$ cat config.mk
export PLATFORM = sky130hd
export DESIGN_NAME = pt_walk_unit
export DESIGN_NICKNAME = d
export VERILOG_FILES = /design/src/rtl/ptw_pkg.sv /design/src/rtl/ptw_addr_gen.sv /design/src/rtl/ptw_entry_eval.sv /design/src/rtl/ptw_ctrl.sv /design/src/rtl/pt_walk_unit.sv
export SDC_FILE = /design/constraint.sdc
export NUM_CORES = 1
export LEC_CHECK = 0
export ABC_AREA = 1
export BUFFER_PORTS_ARGS = -buffer_cell sky130_fd_sc_hd__buf_2
export CORE_ASPECT_RATIO = 1.2
export CORE_MARGIN = 2
export CORE_UTILIZATION = 30
export DETAILED_ROUTE_END_ITERATION = 16
export HOLD_SLACK_MARGIN = 0.1
export MAX_ROUTING_LAYER = met4
export PLACE_DENSITY_LB_ADDON = 0.05
export SYNTH_ARGS = -nofsm -noshare
export SYNTH_HDL_FRONTEND = slang
export SYNTH_HIERARCHICAL = 1
export SYNTH_SLANG_ARGS = --single-unit
$ cat constraint.sdc
create_clock -name clk -period 5 [get_ports clk]
set_input_delay 1 -clock clk [delete_from_list [all_inputs] [get_ports clk]]
set_output_delay 1 -clock clk [all_outputs]
set_load 0.05 [all_outputs]
$ cat src/rtl/ptw_pkg.sv
package ptw_pkg;

    typedef enum logic [1:0] {
        ST_IDLE,
        ST_READ,
        ST_WAIT,
        ST_DONE
    } walk_state_e;

    typedef enum logic [1:0] {
        EK_INVALID,
        EK_TABLE,
        EK_LEAF
    } entry_kind_e;

    // entry flag positions that the decoder and identity builder rely on
    localparam int unsigned FLAG_TABLE = 0;
    localparam int unsigned FLAG_LEAF  = 1;
    localparam int unsigned PERM_LSB   = 4;
    localparam int unsigned PERM_W     = 6;

endpackage

$ cat src/rtl/ptw_addr_gen.sv
module ptw_addr_gen #(
    parameter int unsigned ADDR_W     = 64,
    parameter int unsigned PG_SHIFT   = 12,
    parameter int unsigned IDX_W      = 9,
    parameter int unsigned LEVELS     = 4,
    parameter int unsigned ENTRY_LOG2 = 3,
    parameter int unsigned LVL_W      = 2
) (
    input  logic [ADDR_W-1:0] vaddr,
    input  logic [ADDR_W-1:0] base,
    input  logic [ADDR_W-1:0] limit,
    input  logic [LVL_W-1:0]  level,
    output logic [ADDR_W-1:0] entry_addr,
    output logic              in_range
);

    logic [IDX_W-1:0] idx_lvl [LEVELS];
    logic [IDX_W-1:0] idx_sel;
    logic             unused_vaddr;

    // one index slice per level; level 0 takes the highest slice
    for (genvar l = 0; l < LEVELS; l++) begin : g_idx
        localparam int unsigned SH = (LEVELS - 1 - l) * IDX_W;
        assign idx_lvl[l] = vaddr[PG_SHIFT + SH +: IDX_W];
    end

    assign idx_sel      = idx_lvl[level];
    assign entry_addr   = base + (ADDR_W'(idx_sel) << ENTRY_LOG2);
    assign in_range     = entry_addr < limit;
    assign unused_vaddr = ^vaddr;

endmodule

$ cat src/rtl/ptw_entry_eval.sv
module ptw_entry_eval
    import ptw_pkg::*;
#(
    parameter int unsigned ADDR_W   = 64,
    parameter int unsigned PG_SHIFT = 12,
    parameter int unsigned IDX_W    = 9,
    parameter int unsigned LEVELS   = 4,
    parameter int unsigned LVL_W    = 2
) (
    input  logic [ADDR_W-1:0] entry,
    input  logic [ADDR_W-1:0] vaddr,
    input  logic [LVL_W-1:0]  level,
    output entry_kind_e       kind,
    output logic [ADDR_W-1:0] leaf_out,
    output logic [ADDR_W-1:0] next_base
);

    localparam logic [ADDR_W-1:0] ONE = {{(ADDR_W-1){1'b0}}, 1'b1};

    logic [ADDR_W-1:0] vpn;
    logic [ADDR_W-1:0] fold [LEVELS];

    assign vpn = vaddr >> PG_SHIFT;

    // page-number bits below each level, moved up into the frame field
    for (genvar l = 0; l < LEVELS; l++) begin : g_fold
        localparam int unsigned       SH  = (LEVELS - 1 - l) * IDX_W;
        localparam logic [ADDR_W-1:0] MSK = (ONE << SH) - ONE;
        assign fold[l] = (vpn & MSK) << PG_SHIFT;
    end

    always_comb begin
        if (entry[FLAG_LEAF]) begin
            kind = EK_LEAF;
        end else if (entry[FLAG_TABLE]) begin
            kind = EK_TABLE;
        end else begin
            kind = EK_INVALID;
        end
    end

    assign leaf_out  = entry | fold[level];
    assign next_base = {entry[ADDR_W-1:PG_SHIFT], {PG_SHIFT{1'b0}}};

endmodule

$ cat src/rtl/ptw_ctrl.sv
module ptw_ctrl
    import ptw_pkg::*;
#(
    parameter int unsigned ADDR_W   = 64,
    parameter int unsigned PG_SHIFT = 12,
    parameter int unsigned LEVELS   = 4,
    parameter int unsigned LVL_W    = 2
) (
    input  logic              clk,
    input  logic              rst_n,
    input  logic              req_valid,
    input  logic [ADDR_W-1:0] req_vaddr,
    input  logic [ADDR_W-1:0] req_root,
    input  logic              req_xlate_on,
    input  logic [ADDR_W-1:0] req_mem_limit,
    output logic              req_ready,
    input  logic [ADDR_W-1:0] entry_addr,
    input  logic              in_range,
    input  logic              mem_rd_ack,
    input  entry_kind_e       kind,
    input  logic [ADDR_W-1:0] leaf_out,
    input  logic [ADDR_W-1:0] next_base,
    output logic              mem_rd_valid,
    output logic [ADDR_W-1:0] mem_rd_addr,
    output logic              rsp_valid,
    output logic              rsp_fault,
    output logic [ADDR_W-1:0] rsp_entry,
    output logic [ADDR_W-1:0] vaddr_q,
    output logic [ADDR_W-1:0] base_q,
    output logic [ADDR_W-1:0] limit_q,
    output logic [LVL_W-1:0]  level_q
);

    localparam logic [ADDR_W-1:0] ONE         = {{(ADDR_W-1){1'b0}}, 1'b1};
    localparam logic [ADDR_W-1:0] LOW_MASK    = (ONE << PG_SHIFT) - ONE;
    localparam logic [ADDR_W-1:0] PERM_MASK   = ((ONE << PERM_W) - ONE) << PERM_LSB;
    localparam logic [ADDR_W-1:0] IDENT_FLAGS = PERM_MASK | (ONE << FLAG_LEAF);
    localparam logic [LVL_W-1:0]  LAST_LVL    = LVL_W'(LEVELS - 1);

    walk_state_e       state, state_nxt;
    logic [ADDR_W-1:0] result_q;
    logic              fault_q;
    logic [ADDR_W-1:0] ident;
    logic              last_lvl;

    assign ident    = (req_vaddr & ~LOW_MASK) | IDENT_FLAGS;
    assign last_lvl = (level_q == LAST_LVL);

    // state register
    always_ff @(posedge clk) begin
        if (!rst_n) begin
            state <= ST_IDLE;
        end else begin
            state <= state_nxt;
        end
    end

    // transitions
    always_comb begin
        state_nxt = state;
        unique case (state)
            ST_IDLE: if (req_valid) state_nxt = req_xlate_on ? ST_READ : ST_DONE;
            ST_READ: state_nxt = in_range ? ST_WAIT : ST_DONE;
            ST_WAIT: begin
                if (mem_rd_ack) begin
                    if (kind == EK_TABLE && !last_lvl) begin
                        state_nxt = ST_READ;
                    end else begin
                        state_nxt = ST_DONE;
                    end
                end
            end
            ST_DONE: state_nxt = ST_IDLE;
            default: state_nxt = ST_IDLE;
        endcase
    end

    // walk registers
    always_ff @(posedge clk) begin
        if (!rst_n) begin
            vaddr_q  <= '0;
            base_q   <= '0;
            limit_q  <= '0;
            level_q  <= '0;
            result_q <= '0;
            fault_q  <= 1'b0;
        end else begin
            unique case (state)
                ST_IDLE: begin
                    if (req_valid) begin
                        vaddr_q  <= req_vaddr;
                        base_q   <= req_root;
                        limit_q  <= req_mem_limit;
                        level_q  <= '0;
                        fault_q  <= 1'b0;
                        result_q <= req_xlate_on ? '0 : ident;
                    end
                end
                ST_READ: begin
                    if (!in_range) begin
                        fault_q  <= 1'b1;
                        result_q <= '0;
                    end
                end
                ST_WAIT: begin
                    if (mem_rd_ack) begin
                        case (kind)
                            EK_LEAF: begin
                                result_q <= leaf_out;
                            end
                            EK_TABLE: begin
                                base_q <= next_base;
                                if (last_lvl) begin
                                    fault_q  <= 1'b1;
                                    result_q <= '0;
                                end else begin
                                    level_q <= level_q + LVL_W'(1);
                                end
                            end
                            default: begin
                                fault_q  <= 1'b1;
                                result_q <= '0;
                            end
                        endcase
                    end
                end
                default: ;
            endcase
        end
    end

    // outputs
    always_comb begin
        req_ready    = (state == ST_IDLE);
        mem_rd_valid = (state == ST_READ) && in_range;
        mem_rd_addr  = entry_addr;
        rsp_valid    = (state == ST_DONE);
        rsp_fault    = fault_q;
        rsp_entry    = result_q;
    end

    AST_RD_SINGLE: assert property (@(posedge clk) disable iff (!rst_n)
        mem_rd_valid |=> !mem_rd_valid) else $error("read held");
    AST_IDLE_NO_READ: assert property (@(posedge clk) disable iff (!rst_n)
        req_ready |-> !mem_rd_valid) else $error("read while idle");
    AST_RSP_PULSE: assert property (@(posedge clk) disable iff (!rst_n)
        rsp_valid |=> (!rsp_valid && req_ready)) else $error("response not a pulse");
    AST_FAULT_ZERO: assert property (@(posedge clk) disable iff (!rst_n)
        (rsp_valid && rsp_fault) |-> (rsp_entry == '0)) else $error("fault entry nonzero");
    AST_LEAF_FLAG: assert property (@(posedge clk) disable iff (!rst_n)
        (rsp_valid && !rsp_fault) |-> rsp_entry[FLAG_LEAF]) else $error("result lacks leaf flag");
    AST_TABLE_ADVANCE: assert property (@(posedge clk) disable iff (!rst_n)
        (state == ST_WAIT && mem_rd_ack && kind == EK_TABLE && !last_lvl)
        |=> (state == ST_READ && base_q[PG_SHIFT-1:0] == '0)) else $error("table step wrong");

endmodule

$ cat src/rtl/pt_walk_unit.sv
module pt_walk_unit
    import ptw_pkg::*;
#(
    parameter int unsigned ADDR_W     = 64,
    parameter int unsigned PG_SHIFT   = 12,
    parameter int unsigned IDX_W      = 9,
    parameter int unsigned LEVELS     = 4,
    parameter int unsigned ENTRY_LOG2 = 3
) (
    input  logic              clk,
    input  logic              rst_n,
    input  logic              req_valid,
    output logic              req_ready,
    input  logic [ADDR_W-1:0] req_vaddr,
    input  logic [ADDR_W-1:0] req_root,
    input  logic              req_xlate_on,
    input  logic [ADDR_W-1:0] req_mem_limit,
    output logic              mem_rd_valid,
    output logic [ADDR_W-1:0] mem_rd_addr,
    input  logic              mem_rd_ack,
    input  logic [ADDR_W-1:0] mem_rd_data,
    output logic              rsp_valid,
    output logic              rsp_fault,
    output logic [ADDR_W-1:0] rsp_entry
);

    localparam int unsigned LVL_W = (LEVELS > 1) ? $clog2(LEVELS) : 1;

    logic [ADDR_W-1:0] vaddr_q, base_q, limit_q;
    logic [LVL_W-1:0]  level_q;
    logic [ADDR_W-1:0] entry_addr, leaf_out, next_base;
    logic              in_range;
    entry_kind_e       kind;

    ptw_addr_gen #(
        .ADDR_W(ADDR_W), .PG_SHIFT(PG_SHIFT), .IDX_W(IDX_W),
        .LEVELS(LEVELS), .ENTRY_LOG2(ENTRY_LOG2), .LVL_W(LVL_W)
    ) u_addr (
        .vaddr      (vaddr_q),
        .base       (base_q),
        .limit      (limit_q),
        .level      (level_q),
        .entry_addr (entry_addr),
        .in_range   (in_range)
    );

    ptw_entry_eval #(
        .ADDR_W(ADDR_W), .PG_SHIFT(PG_SHIFT), .IDX_W(IDX_W),
        .LEVELS(LEVELS), .LVL_W(LVL_W)
    ) u_eval (
        .entry     (mem_rd_data),
        .vaddr     (vaddr_q),
        .level     (level_q),
        .kind      (kind),
        .leaf_out  (leaf_out),
        .next_base (next_base)
    );

    ptw_ctrl #(
        .ADDR_W(ADDR_W), .PG_SHIFT(PG_SHIFT), .LEVELS(LEVELS), .LVL_W(LVL_W)
    ) u_ctrl (
        .clk           (clk),
        .rst_n         (rst_n),
        .req_valid     (req_valid),
        .req_vaddr     (req_vaddr),
        .req_root      (req_root),
        .req_xlate_on  (req_xlate_on),
        .req_mem_limit (req_mem_limit),
        .req_ready     (req_ready),
        .entry_addr    (entry_addr),
        .in_range      (in_range),
        .mem_rd_ack    (mem_rd_ack),
        .kind          (kind),
        .leaf_out      (leaf_out),
        .next_base     (next_base),
        .mem_rd_valid  (mem_rd_valid),
        .mem_rd_addr   (mem_rd_addr),
        .rsp_valid     (rsp_valid),
        .rsp_fault     (rsp_fault),
        .rsp_entry     (rsp_entry),
        .vaddr_q       (vaddr_q),
        .base_q        (base_q),
        .limit_q       (limit_q),
        .level_q       (level_q)
    );

endmodule

After elaboration in Yosys (flattened, before gate mapping)
Index checks and enable logic that the tools add are counted.
{"block": "classes", "add_sub_neg": 2, "n_lt_le_gt_ge": 2, "eq_ne": 13, "n_mux": 36, "bitwise_logic": 2, "reduce_logical": 12}
{"operator": "64-bit two-way mux", "count": 10}
{"operator": "64-bit case mux with 2 select lines", "count": 2}
{"operator": "64-bit case mux with 3 select lines", "count": 1}
{"operator": "64-bit binary-select mux with 2-bit select", "count": 1}
{"operator": "64-bit by 12-bit adder with 64-bit output", "count": 1}
{"operator": "64-bit < comparator", "count": 1}
{"operator": "64-bit OR", "count": 1}
{"operator": "9-bit binary-select mux with 2-bit select", "count": 1}
{"operator": "2-bit two-way mux", "count": 9}
{"operator": "9-bit two-way mux", "count": 2}
{"operator": "2-bit inequality test (second input constant)", "count": 5}
{"operator": "5-bit AND reduction", "count": 2}
{"operator": "2-bit == test (second input constant)", "count": 4}
{"operator": "2-bit case mux with 4 select lines", "count": 1}
{"operator": "1-bit two-way mux", "count": 6}
{"operator": "6-bit AND reduction", "count": 1}
{"operator": "2-bit by 1-bit == test with 1-bit output (second input constant)", "count": 2}
{"operator": "2-bit case mux with 2 select lines", "count": 1}
{"operator": "2-bit AND reduction", "count": 2}
{"operator": "4-bit AND reduction", "count": 1}
{"operator": "3-bit >= comparator (second input constant)", "count": 1}
{"operator": "3-bit by 2-bit inequality test with 1-bit output (second input constant)", "count": 1}
{"operator": "2-bit inverter with 3-bit output", "count": 1}
{"operator": "1-bit case mux with 3 select lines", "count": 1}
{"operator": "other kinds (8)", "count": 9}
{"block": "totals", "register_bits": 245, "inputBits": 261}

Depth between registers and ports, before layout
{"block": "depth", "depth_word": 8, "ltp_mapped": 35}

Hierarchy
The synthesis kept the hierarchy.
{"mod": "ptw_ctrl", "instances": 1, "cells_per_inst": 1786, "area_per_inst_um2": 11955.2, "seq_area_each_um2": 5225.0}
{"mod": "ptw_addr_gen", "instances": 1, "cells_per_inst": 807, "area_per_inst_um2": 4499.3, "seq_area_each_um2": 0.0}
{"mod": "ptw_entry_eval", "instances": 1, "cells_per_inst": 180, "area_per_inst_um2": 1101.1, "seq_area_each_um2": 0.0}

Worst setup path after synthesis
No wires, ideal clock.
{"block": "synth_timing", "path_type": "register to output", "start": "register u_ctrl.level_q[0]", "end": "output mem_rd_valid", "t_arrival_ps": 3884, "required_time_ps": 4000, "path_slack_ps": 116, "stages_incl_launch_ff": 28, "path_cell_list": "dfxtp_1 -> clkbuf_1 -> inv_1 -> clkbuf_1 -> nor2_1 -> o22ai_1 -> ha_1 -> fa_1 -> nand3_1 -> nand2_2 -> a21oi_2 -> inv_1 -> nand2_1 -> o21ai_2 -> nand2_1 -> nand2_1 -> nand2_1 -> inv_1 -> ha_1 -> a21oi_1 -> o21ai_0 -> nand2_1 -> o211ai_1 -> a21oi_1 -> nand2_1 -> a21oi_1 -> nand2_1 -> inv_1"}
{"block": "synth_via", "elab_chain_len": 7}
{"element": "from (decl)", "line_no": "ptw_ctrl.sv:31", "text": "output logic [LVL_W-1:0] level_q"}
{"element": "from (signal assigned)", "line_no": "ptw_ctrl.sv:117", "text": "level_q <= level_q + LVL_W'(1);"}
{"element": "2-bit inverter with 3-bit output (not written as such)", "line_no": "ptw_addr_gen.sv:27", "text": "assign idx_sel = idx_lvl[level];"}
{"element": "9-bit binary-select mux with 2-bit select", "line_no": "ptw_addr_gen.sv:27"}
{"element": "9-bit two-way mux (not written as such) (2 in series)", "line_no": "ptw_addr_gen.sv:27"}
{"element": "64-bit by 12-bit adder with 64-bit output", "line_no": "ptw_addr_gen.sv:28", "text": "assign entry_addr = base + (ADDR_W'(idx_sel) << ENTRY_LOG2);"}
{"element": "net entry_addr[59]", "line_no": "pt_walk_unit.sv:31", "text": "logic [ADDR_W-1:0] entry_addr, leaf_out, next_base;"}
{"element": "64-bit < comparator", "line_no": "ptw_addr_gen.sv:29", "text": "assign in_range = entry_addr < limit;"}
{"element": "net in_range", "line_no": "pt_walk_unit.sv:32", "text": "logic in_range;"}
{"element": "1-bit logical AND", "line_no": "ptw_ctrl.sv:135", "text": "mem_rd_valid = (state == ST_READ) && in_range;"}
{"element": "to (decl)", "line_no": "pt_walk_unit.sv:18", "text": "output logic mem_rd_valid,"}
The timed path passes the listed nets, and every way through them passes these cells. The select of a mux whose other input is x is not followed.

Worst setup path in the final report
{"block": "layout_timing", "start": "register u_ctrl.level_q[0]", "end": "output mem_rd_valid"}
{"block": "layout_via", "elab_chain_len": 7}
{"element": "2-bit inverter with 3-bit output (not written as such)", "line_no": "ptw_addr_gen.sv:27"}
{"element": "9-bit binary-select mux with 2-bit select", "line_no": "ptw_addr_gen.sv:27"}
{"element": "9-bit two-way mux (not written as such) (2 in series)", "line_no": "ptw_addr_gen.sv:27"}
{"element": "64-bit by 12-bit adder with 64-bit output", "line_no": "ptw_addr_gen.sv:28"}
{"element": "64-bit < comparator", "line_no": "ptw_addr_gen.sv:29"}
{"element": "net in_range", "line_no": "pt_walk_unit.sv:32"}
{"element": "1-bit logical AND", "line_no": "ptw_ctrl.sv:135"}
The timed path passes the listed nets, and every way through them passes these cells. The select of a mux whose other input is x is not followed.

==> results.tsv <==
metric	value	unit
outcome	complete, but fails checks	
failing checks	negative setup slack	
Hold Fails Final Rpt	0	
CTS Hold Bufs	0	
placement-stage cell area	18700	µm²
VDD IR max	0.389	mV
Std-Cell Core Area	54800	µm²
post-layout util	0.379	
GRT Overall Usage	0.221	
DRC	0	
via count	17051	
WL final	63.6	mm
worst rel slew slack	0.184	
clock sink count	233	
First-pass DRT Iterations	5	
global route total overflow	0	
post-route cell area	20800	µm²
Leak	0.0101	µW
Final Max Slew Viols	0	
vias in the first global route	16326	
Skew-Pair Late Insertion Delay	590	ps
fin worst setup slack	-386	ps
I/O Buffers	380	
Slew @ Worst Pin	1220	ps
# Max-Cap Violations	0	
CTS max path bufs	3	
Mapped Cells	2661	
post-DR vias/cell	4.63	
RSZ-0062 raised after global routing	true	
fin crit period	5390	ps
first-pass GRT wire length	95.7	mm
Clock transition at path regs	70	ps
Post-DRT Antenna Nets	0	
TritonCTS clock tree	built	
Setup TNS	-386	ps
warnings from Yosys	6	
nets@finish	3274	
total power	14600	µW
Crit. End Element	primary output	
# H-tree levels	1	
1st-iter DRT viols	1007	
share of layout cells above drive strength 1	0.264	
Top Ports	393	
average size of a mapped cell	6.26	µm²
CTS buffer count	29	
FP Rows	94	
min-delay worst type	reg -> reg	
Required @ worst endpoint	4000	ps
initial antenna violation count	11	
fmax	0.186	GHz
Area Overhead vs Synth	24.7	%
DIE AREA	57400	µm²
crit start category	flop	
Clock Tree Root	clkbuf_16	
Setup CP Type	reg -> out	
post-route clock period utilization	1.08	
die width	219	µm
pwr dens	706	nW/µm²
Filler cells	6080	
CP Data Arrival Time	4390	ps
synthesized cell area	16600	µm²
Initial Util	0.304	
largest net degree at the start of global routing	101	
wire per inst	17.3	µm
die height	262	µm
GP Congestion	0.874	
skew final	24.1	ps
worst-path fanout max	9	
Post-DP HPWL	49.5	mm
final setup vio count	1	
DP Worst Slack	-302	ps
==> state kept, by name (all words and copies together), names as in the netlist <==
name and cells:
u_ctrl/rsp_entry 64, u_ctrl/rsp_fault 1, u_ctrl/vaddr_q 36, u_ctrl/base_q 64
u_ctrl/state 2, u_ctrl/limit_q 64, u_ctrl/level_q 2
==> layout make-up <==
type	instances	area, µm²	share of cell area
diodes	11	27.5	0.00133
clock buffers	40	847	0.0408
clock inverters	13	179	0.00862
inverters	273	1030	0.0497
multi-input cells	1863	9900	0.477
flip-flops and latches	233	4670	0.225
well taps	720	901	0.0434
repair buffers	533	3190	0.154
==> routing by layer <==
metal,vias up,GRT usage,part of all wire
met5,-,-,0
met4,0,0.0572,0.024
met3,78,0.0354,0.050
met2,392,0.364,0.47
met1,7849,0.283,0.45
li1,8732,-,-
==> cells in the final DEF, fill, tap and decap left out, types with 54 or more instances in the layout <==
cell	n
a21oi_1	95
buf_2	378
buf_4	137
dfxtp_1	231
ha_1	63
inv_1	257
nand2_1	700
nand3_1	54
nand4_1	92
nor2_1	410
o21ai_0	170
==> metrics by stage <==
step | cells | hold WS (ps)
floorplan | 2672 | 450
global placement | 3605 | 465
detailed placement | 3605 | 463
CTS | 3670 | 487
global route | 3686 | 499
finish | 3686 | 482
==> report_power, final <==
group	internal, µW	leakage [µW]	switching [µW]
sequential	2480	0.00192	599
combinational	3190	0.00768	6090
clock	1380	0.000508	903
total	7050	0.0101	7600
==> what timing repair did <==
item / in CTS / in global routing
setup buffers: 14 / 6
endpoints found under the setup margin: 22 / 1
gates resized for setup: 146 / 46
pin swaps: 45 / 38
==> critical path, stage by stage, from the launching register on <==
cell and delay (ps):
dfxtp_4 390, inv_6 60, buf_12 140, buf_4 140, nor2_4 90, o22ai_4 100, ha_4 360, nand2_4 70
buf_6 130, o211ai_4 200, nand2_2 120, a21oi_4 210, buf_6 140, nand2_1 40, nand2_1 90, nand2_2 100
ha_4 280, nand4_1 170, nor2_1 180, nand3_2 100, nor3_2 250, a21oi_4 120, nand2_2 100, inv_2 50
buf_12 140
==> worst paths after layout <==
kind                                    from                                end  slack (ps)  depth (start not counted)
max           u_ctrl/level_q[0]$_SDFFE_PN0P_                       mem_rd_valid        -390                         24
min          u_ctrl/limit_q[10]$_SDFFE_PN0P_    u_ctrl/limit_q[10]$_SDFFE_PN0P_         480                          2
max reg2reg   u_ctrl/level_q[0]$_SDFFE_PN0P_  u_ctrl/rsp_entry[49]$_SDFFE_PN0P_         430                         30
min reg2reg  u_ctrl/limit_q[10]$_SDFFE_PN0P_    u_ctrl/limit_q[10]$_SDFFE_PN0P_         480                          2
Power figures use the tool's default switching activity.
